$ cat src/rtl/evtctr_pkg.sv
package evtctr_pkg;

    localparam int CODE_W     = 6;
    localparam int CTL_W      = 16;
    localparam int LO_W       = 32;
    localparam int BUS_W      = 32;

    localparam int CTL_EN_BIT   = 15;
    localparam int CTL_RUN_BIT  = 14;
    localparam int CTL_CLR_BIT  = 13;
    localparam int CTL_TSRC_BIT = 8;

    // bits that are stored; clear is an action, not state
    localparam logic [CTL_W-1:0] CTL_KEEP_MASK = 16'hC13F;

    localparam logic [CODE_W-1:0] CODE_ELAPSED = 6'h23;
    localparam logic [CODE_W-1:0] CODE_LAST    = 6'h29;

    function automatic logic code_assigned(input logic [CODE_W-1:0] c);
        logic ok;
        ok = (c != '0) && (c <= CODE_LAST);
        if (c == 6'h0c || c == 6'h26) ok = 1'b0;
        if (c >= 6'h1b && c <= 6'h20) ok = 1'b0;
        return ok;
    endfunction

endpackage

$ cat src/rtl/evtctr_sel.sv
module evtctr_sel
    import evtctr_pkg::*;
#(
    parameter int EVT_N = 2**CODE_W
) (
    input  logic [CODE_W-1:0] code,
    input  logic              tsrc,
    input  logic [EVT_N-1:0]  evt_i,
    input  logic              tick_i,
    output logic              hit
);

    logic elapsed_hit;

    always_comb begin
        elapsed_hit = tsrc ? tick_i : 1'b1;
        if (!code_assigned(code)) begin
            hit = 1'b0;
        end else if (code == CODE_ELAPSED) begin
            hit = elapsed_hit;
        end else begin
            hit = evt_i[code];
        end
    end

endmodule

$ cat src/rtl/evtctr_chan.sv
module evtctr_chan
    import evtctr_pkg::*;
#(
    parameter int CNT_W = 48,
    parameter int EVT_N = 2**CODE_W
) (
    input  logic              clk,
    input  logic              rst_n,
    input  logic              ctl_we,
    input  logic [BUS_W-1:0]  wdata,
    input  logic              hi_rd,
    input  logic              lo_rd,
    input  logic [EVT_N-1:0]  evt_i,
    input  logic              tick_i,
    output logic [CTL_W-1:0]  ctl_o,
    output logic [CNT_W-1:0]  cnt_o,
    output logic [LO_W-1:0]   lo_view_o
);

    typedef struct packed {
        logic [CTL_W-1:0] ctl;
        logic [CNT_W-1:0] cnt;
        logic [LO_W-1:0]  snap;
        logic             snap_vld;
    } chan_state_t;

    chan_state_t s_d, s_q;
    logic        hit;
    logic        active;

    evtctr_sel #(.EVT_N(EVT_N)) u_sel (
        .code   (s_q.ctl[CODE_W-1:0]),
        .tsrc   (s_q.ctl[CTL_TSRC_BIT]),
        .evt_i  (evt_i),
        .tick_i (tick_i),
        .hit    (hit)
    );

    always_comb begin
        s_d    = s_q;
        active = s_q.ctl[CTL_EN_BIT] & s_q.ctl[CTL_RUN_BIT];
        if (active && hit) begin
            s_d.cnt = s_q.cnt + CNT_W'(1);
        end
        if (ctl_we) begin
            s_d.ctl = CTL_W'(wdata & BUS_W'(CTL_KEEP_MASK));
            if (wdata[CTL_CLR_BIT]) begin
                s_d.cnt = '0;
            end
        end
        if (hi_rd) begin
            s_d.snap     = s_q.cnt[LO_W-1:0];
            s_d.snap_vld = 1'b1;
        end else if (lo_rd) begin
            s_d.snap_vld = 1'b0;
        end
    end

    always_ff @(posedge clk or negedge rst_n) begin
        if (!rst_n) begin
            s_q <= '0;
        end else begin
            s_q <= s_d;
        end
    end

    assign ctl_o     = s_q.ctl;
    assign cnt_o     = s_q.cnt;
    assign lo_view_o = s_q.snap_vld ? s_q.snap : s_q.cnt[LO_W-1:0];

endmodule

$ cat src/rtl/evtctr_regif.sv
module evtctr_regif
    import evtctr_pkg::*;
#(
    parameter int NUM_CH   = 2,
    parameter int HI_W     = 16,
    parameter int CNT_BASE = 8,
    parameter int ADDR_W   = 5
) (
    input  logic                         clk,
    input  logic                         rst_n,
    input  logic                         bus_sel,
    input  logic                         bus_we,
    input  logic [ADDR_W-1:0]            bus_addr,
    input  logic [NUM_CH-1:0][CTL_W-1:0] ctl_all,
    input  logic [NUM_CH-1:0][HI_W-1:0]  hi_all,
    input  logic [NUM_CH-1:0][LO_W-1:0]  lo_all,
    output logic [NUM_CH-1:0]            ctl_we,
    output logic [NUM_CH-1:0]            hi_rd,
    output logic [NUM_CH-1:0]            lo_rd,
    output logic [BUS_W-1:0]             bus_rdata
);

    typedef struct packed {
        logic [BUS_W-1:0] rdata;
    } rif_state_t;

    rif_state_t r_d, r_q;
    logic [NUM_CH-1:0] ctl_hit, hi_hit, lo_hit;
    logic rd_req, wr_req;

    assign rd_req = bus_sel & ~bus_we;
    assign wr_req = bus_sel &  bus_we;

    for (genvar i = 0; i < NUM_CH; i++) begin : g_dec
        localparam int CTL_A = 4 * i;
        localparam int HI_A  = CNT_BASE + 8 * i;
        localparam int LO_A  = CNT_BASE + 8 * i + 4;
        assign ctl_hit[i] = (bus_addr == ADDR_W'(CTL_A));
        assign hi_hit[i]  = (bus_addr == ADDR_W'(HI_A));
        assign lo_hit[i]  = (bus_addr == ADDR_W'(LO_A));
        assign ctl_we[i]  = wr_req & ctl_hit[i];
        assign hi_rd[i]   = rd_req & hi_hit[i];
        assign lo_rd[i]   = rd_req & lo_hit[i];
    end

    always_comb begin
        r_d = r_q;
        if (rd_req) begin
            r_d.rdata = '0;
            for (int i = 0; i < NUM_CH; i++) begin
                if (ctl_hit[i]) r_d.rdata = BUS_W'(ctl_all[i]);
                if (hi_hit[i])  r_d.rdata = BUS_W'(hi_all[i]);
                if (lo_hit[i])  r_d.rdata = BUS_W'(lo_all[i]);
            end
        end
    end

    always_ff @(posedge clk or negedge rst_n) begin
        if (!rst_n) begin
            r_q <= '0;
        end else begin
            r_q <= r_d;
        end
    end

    assign bus_rdata = r_q.rdata;

endmodule

$ cat src/rtl/evtctr_top.sv
module evtctr_top
    import evtctr_pkg::*;
#(
    parameter  int NUM_CH   = 2,
    parameter  int CNT_W    = 48,
    localparam int EVT_N    = 2**CODE_W,
    localparam int HI_W     = CNT_W - LO_W,
    localparam int CNT_BASE = ((4 * NUM_CH + 7) / 8) * 8,
    localparam int ADDR_W   = $clog2(CNT_BASE + 8 * NUM_CH)
) (
    input  logic              clk,
    input  logic              rst_n,
    input  logic              bus_sel,
    input  logic              bus_we,
    input  logic [ADDR_W-1:0] bus_addr,
    input  logic [BUS_W-1:0]  bus_wdata,
    output logic [BUS_W-1:0]  bus_rdata,
    input  logic [EVT_N-1:0]  evt_i,
    input  logic              tick_i
);

    logic [NUM_CH-1:0][CTL_W-1:0] ctl_w;
    logic [NUM_CH-1:0][CNT_W-1:0] cnt_w;
    logic [NUM_CH-1:0][HI_W-1:0]  hi_w;
    logic [NUM_CH-1:0][LO_W-1:0]  lo_w;
    logic [NUM_CH-1:0]            ctl_we_w, hi_rd_w, lo_rd_w;

    for (genvar i = 0; i < NUM_CH; i++) begin : g_ch
        evtctr_chan #(.CNT_W(CNT_W), .EVT_N(EVT_N)) u_chan (
            .clk       (clk),
            .rst_n     (rst_n),
            .ctl_we    (ctl_we_w[i]),
            .wdata     (bus_wdata),
            .hi_rd     (hi_rd_w[i]),
            .lo_rd     (lo_rd_w[i]),
            .evt_i     (evt_i),
            .tick_i    (tick_i),
            .ctl_o     (ctl_w[i]),
            .cnt_o     (cnt_w[i]),
            .lo_view_o (lo_w[i])
        );
        assign hi_w[i] = cnt_w[i][CNT_W-1:LO_W];
    end

    evtctr_regif #(
        .NUM_CH   (NUM_CH),
        .HI_W     (HI_W),
        .CNT_BASE (CNT_BASE),
        .ADDR_W   (ADDR_W)
    ) u_regif (
        .clk       (clk),
        .rst_n     (rst_n),
        .bus_sel   (bus_sel),
        .bus_we    (bus_we),
        .bus_addr  (bus_addr),
        .ctl_all   (ctl_w),
        .hi_all    (hi_w),
        .lo_all    (lo_w),
        .ctl_we    (ctl_we_w),
        .hi_rd     (hi_rd_w),
        .lo_rd     (lo_rd_w),
        .bus_rdata (bus_rdata)
    );

endmodule

$ cat config.mk
export PLATFORM = sky130hd
export DESIGN_NAME = evtctr_top
export DESIGN_NICKNAME = d
export VERILOG_FILES = /design/src/rtl/evtctr_pkg.sv /design/src/rtl/evtctr_sel.sv /design/src/rtl/evtctr_chan.sv /design/src/rtl/evtctr_regif.sv /design/src/rtl/evtctr_top.sv
export SDC_FILE = /design/constraint.sdc
export NUM_CORES = 1
export LEC_CHECK = 0
export BUFFER_PORTS_ARGS = -buffer_cell sky130_fd_sc_hd__buf_4
export CORE_MARGIN = 3
export CORE_UTILIZATION = 30
export CTS_BUF_LIST = sky130_fd_sc_hd__clkbuf_4 sky130_fd_sc_hd__clkbuf_8
export DETAILED_ROUTE_END_ITERATION = 8
export HOLD_SLACK_MARGIN = 0.12
export SYNTH_ARGS = -nofsm -noshare
export SYNTH_HDL_FRONTEND = slang
export SYNTH_SLANG_ARGS = --single-unit
$ cat constraint.sdc
create_clock -name clk -period 5.9 [get_ports clk]
set_clock_uncertainty 0.15 [all_clocks]
set_input_delay 0.295 -clock clk [delete_from_list [all_inputs] [get_ports clk]]
set_output_delay 0.295 -clock clk [all_outputs]
set_load 0.02 [all_outputs]
==> results.json <==
{
  "postCtsSetupBuffers": 0,
  "worst_setup_path_end_kind": "flip-flop",
  "drive_gt1_frac": 0.245,
  "rsz0062_at_grt": "false",
  "drc": 0,
  "cp-start-kind": "flip-flop",
  "critPathMaxFanout": 18,
  "grt_pass1_wl_mm": 53.1,
  "avgSynthCellArea_um2": 10.2,
  "fin_ws_ps": 1880,
  "synth_warnings": 0,
  "crit_type": "flip-flop to flip-flop",
  "die_w_um": 205,
  "cts-buffers-inserted": 39,
  "worst_ir_drop_vdd_uv": 108,
  "timing.final.crit_period_ps": 4020,
  "fin_setup_tns_ps": 0,
  "cts_sinks": 212,
  "drt-pass1-iter-count": 5,
  "vias_per_cell": 5.29,
  "final_antenna_net_count": 0,
  "cts-root-buf": "clkbuf_8",
  "synth-edff-count": 0,
  "synth_top_area_frac": 0.445,
  "power_density_mw_per_mm2": 265,
  "clkTransAtPathRegs_ps": 60,
  "syn_nets": 1277,
  "fillers": 3907,
  "cp_cell_sequence": "mux4_2, mux2i_1, o211a_1, nor3_2, buf_4, nand4_1, or4_1, a21oi_1",
  "power_leakage_nw": 5.95,
  "ys_top_cells_by_count": "dfrtp_1 (212), nand2_1 (107), mux2_2 (101)",
  "worst_slew_margin_rel": 0.221,
  "yosys_most_used_dff": "dfrtp_1",
  "path_delay_family": "simple AND/OR/NAND/NOR gates",
  "slew_violations": 0,
  "multiInputGateArea_mm2": 0.00618,
  "syn-instance-count": 1169,
  "design.die.area_mm2": 0.0422,
  "critPathMaxStageDelay_ps": 980,
  "synth_area_mm2": 0.0119,
  "die_y_um": 205,
  "arrival_ps": 4320,
  "layout.cells.non_filler": 1798,
  "io_pins": 138,
  "post_cts_resized": 0,
  "place.gp.congestion": 0.832,
  "synth_most_common_cell": "dfrtp_1",
  "insertion_delay_ps": 540,
  "cp.required_ps": 6200,
  "hold_viol_final": 0,
  "cts_tree": "built",
  "wl_per_cell_um": 18.4,
  "grt_overflow": 0,
  "cts_max_path_buffers": 3,
  "status": "finished, final reports clean",
  "grt_start_max_net_pins": 135,
  "port_buffers": 99,
  "finalSetupViolations": 0,
  "fin_crit_sh": 0.681,
  "h-tree-depth": 2,
  "yosysSeqAreaShare": 0.445,
  "core-area_mm2": 0.0389,
  "slowest_stage": "dfrtp_1",
  "path_buf_inv": 1,
  "final_nets": 1360,
  "hp-class": "input port to flip-flop",
  "drt-total-wl_mm": 33.1,
  "dp_cells": 1718,
  "ys_ff_latch": 212,
  "synth_largest_area_cell": "dfrtp_1",
  "drt_iter0_drc": 842,
  "fp-row-count": 72,
  "area_growth_pct": 17.3,
  "ys_types": 63,
  "hold_ws_ps": 150,
  "antenna_cells": 0,
  "dp_hpwl_mm": 22.8,
  "tightestPinTransition_ps": 1150,
  "clock.fmax_mhz": 249,
  "antenna_found_initial": 0,
  "yosys-top-cells-area": "dfrtp_1 (44%), mux2_2 (9.5%), mux2i_1 (6.2%)",
  "ff_latch_area_mm2": 0.00531,
  "vias": 9520,
  "grt_use_total": 0.157,
  "pre_cts_ws_ps": 1850,
  "grt_pass1_vias": 9435,
  "start_util": 0.306,
  "drv_cap": 0,
  "async_flop_share": 1.00,
  "final_util": 0.360
}
==> layout make-up <==
cell class | instances | area share
Clock buffer | 62 | 0.0547
Sequential cell | 212 | 0.379
Tap cell | 518 | 0.0463
Multi-Input combinational cell | 854 | 0.441
Clock inverter | 7 | 0.00304
Timing Repair Buffer | 123 | 0.0694
Inverter | 22 | 0.00590
==> registers in the layout, summed over array words and instances (netlist names) <==
name / flops
g_ch.u_chan.cnt_o: 96
g_ch.u_chan.ctl_o: 18
g_ch.u_chan.s_q: 66
u_regif.bus_rdata: 32
==> worst paths after layout <==
path	depth (start not counted)	slack, ps	start	endpoint
max reg2reg	8	1880	g_ch[1].u_chan.ctl_o[0]	g_ch[1].u_chan.cnt_o[44]
min in group asynchronous	2	170	rst_n	g_ch[1].u_chan.s_q[21]
min	3	150	bus_wdata[13]	g_ch[0].u_chan.cnt_o[29]
max in group asynchronous	3	4250	rst_n	g_ch[0].u_chan.s_q[0]
min reg2reg	2	330	u_regif.bus_rdata[13]	u_regif.bus_rdata[13]
max	8	1880	g_ch[1].u_chan.ctl_o[0]	g_ch[1].u_chan.cnt_o[44]
==> kinds of logic after synthesis <==
kind of cell / after synthesis / synth area share
and+or+nand+nor: 423 / 0.183
xor gates and xnor gates: 49 / 0.0360
muxes: 196 / 0.199
DFF: 212 / 0.445
buffers and inverters: 103 / 0.0397
AOI/OAI and AO/OA: 184 / 0.0950
adders and majority gates: 2 / 0.00210
==> power by group <==
group	total, W	internal, W	leakage (nW)	switching (W)
Clock	0.00145	0.000823	0.426	0.000623
Sequential	0.00172	0.00154	2.82	0.000170
Combinational	0.000541	0.000272	2.70	0.000269
Total	0.00370	0.00264	5.95	0.00106
==> placed cells by master, fill, tap and decap left out, drive strengths merged, types with 22 or more instances in the layout <==
master,Yosys,layout
clkbuf,49,62
nand3,49,49
nand4,39,39
a21oi,43,43
buf,32,112
nor3,26,26
nor2,77,77
xnor2,41,41
mux2,101,101
mux2i,74,74
o21ai,67,67
dfrtp,212,212
inv,22,22
or3,25,25
nand2,108,108
==> worst register-to-register path, delay by kind of cell (launching register included) <==
kind,cells,cell delay (ps)
AND/OR/NAND/NOR,3,1680
flip-flops,1,980
multiplexers,2,440
AO/OA/AOI/OAI,2,400
buffers and inverters,1,290
==> metrics by stage <==
stage,power (W),cell area [um^2]
5_1_grt,0.00388,14000
2_1_floorplan,0.00207,11900
6_report,0.00370,14000
3_3_place_gp,0.00227,13100
3_5_place_dp,0.00228,13100
4_1_cts,0.00375,14000
==> routing by layer <==
metal  vias to the layer above  part of all wire  global-route usage
met5                         -                 0                   0
met4                         0             0.026              0.0486
met3                        66             0.048              0.0248
met2                       242              0.49               0.258
met1                      4743              0.44               0.213
li1                       4469                 -                   -
==> repair_timing <==
| action | in CTS | in global routing |
|---|---|---|
| endpoints found under the setup margin | 0 | 0 |
| hold endpoints to repair | 97 | 0 |
| hold buffers | 11 | 0 |
No activity file was read; power rests on OpenSTA's default activity.
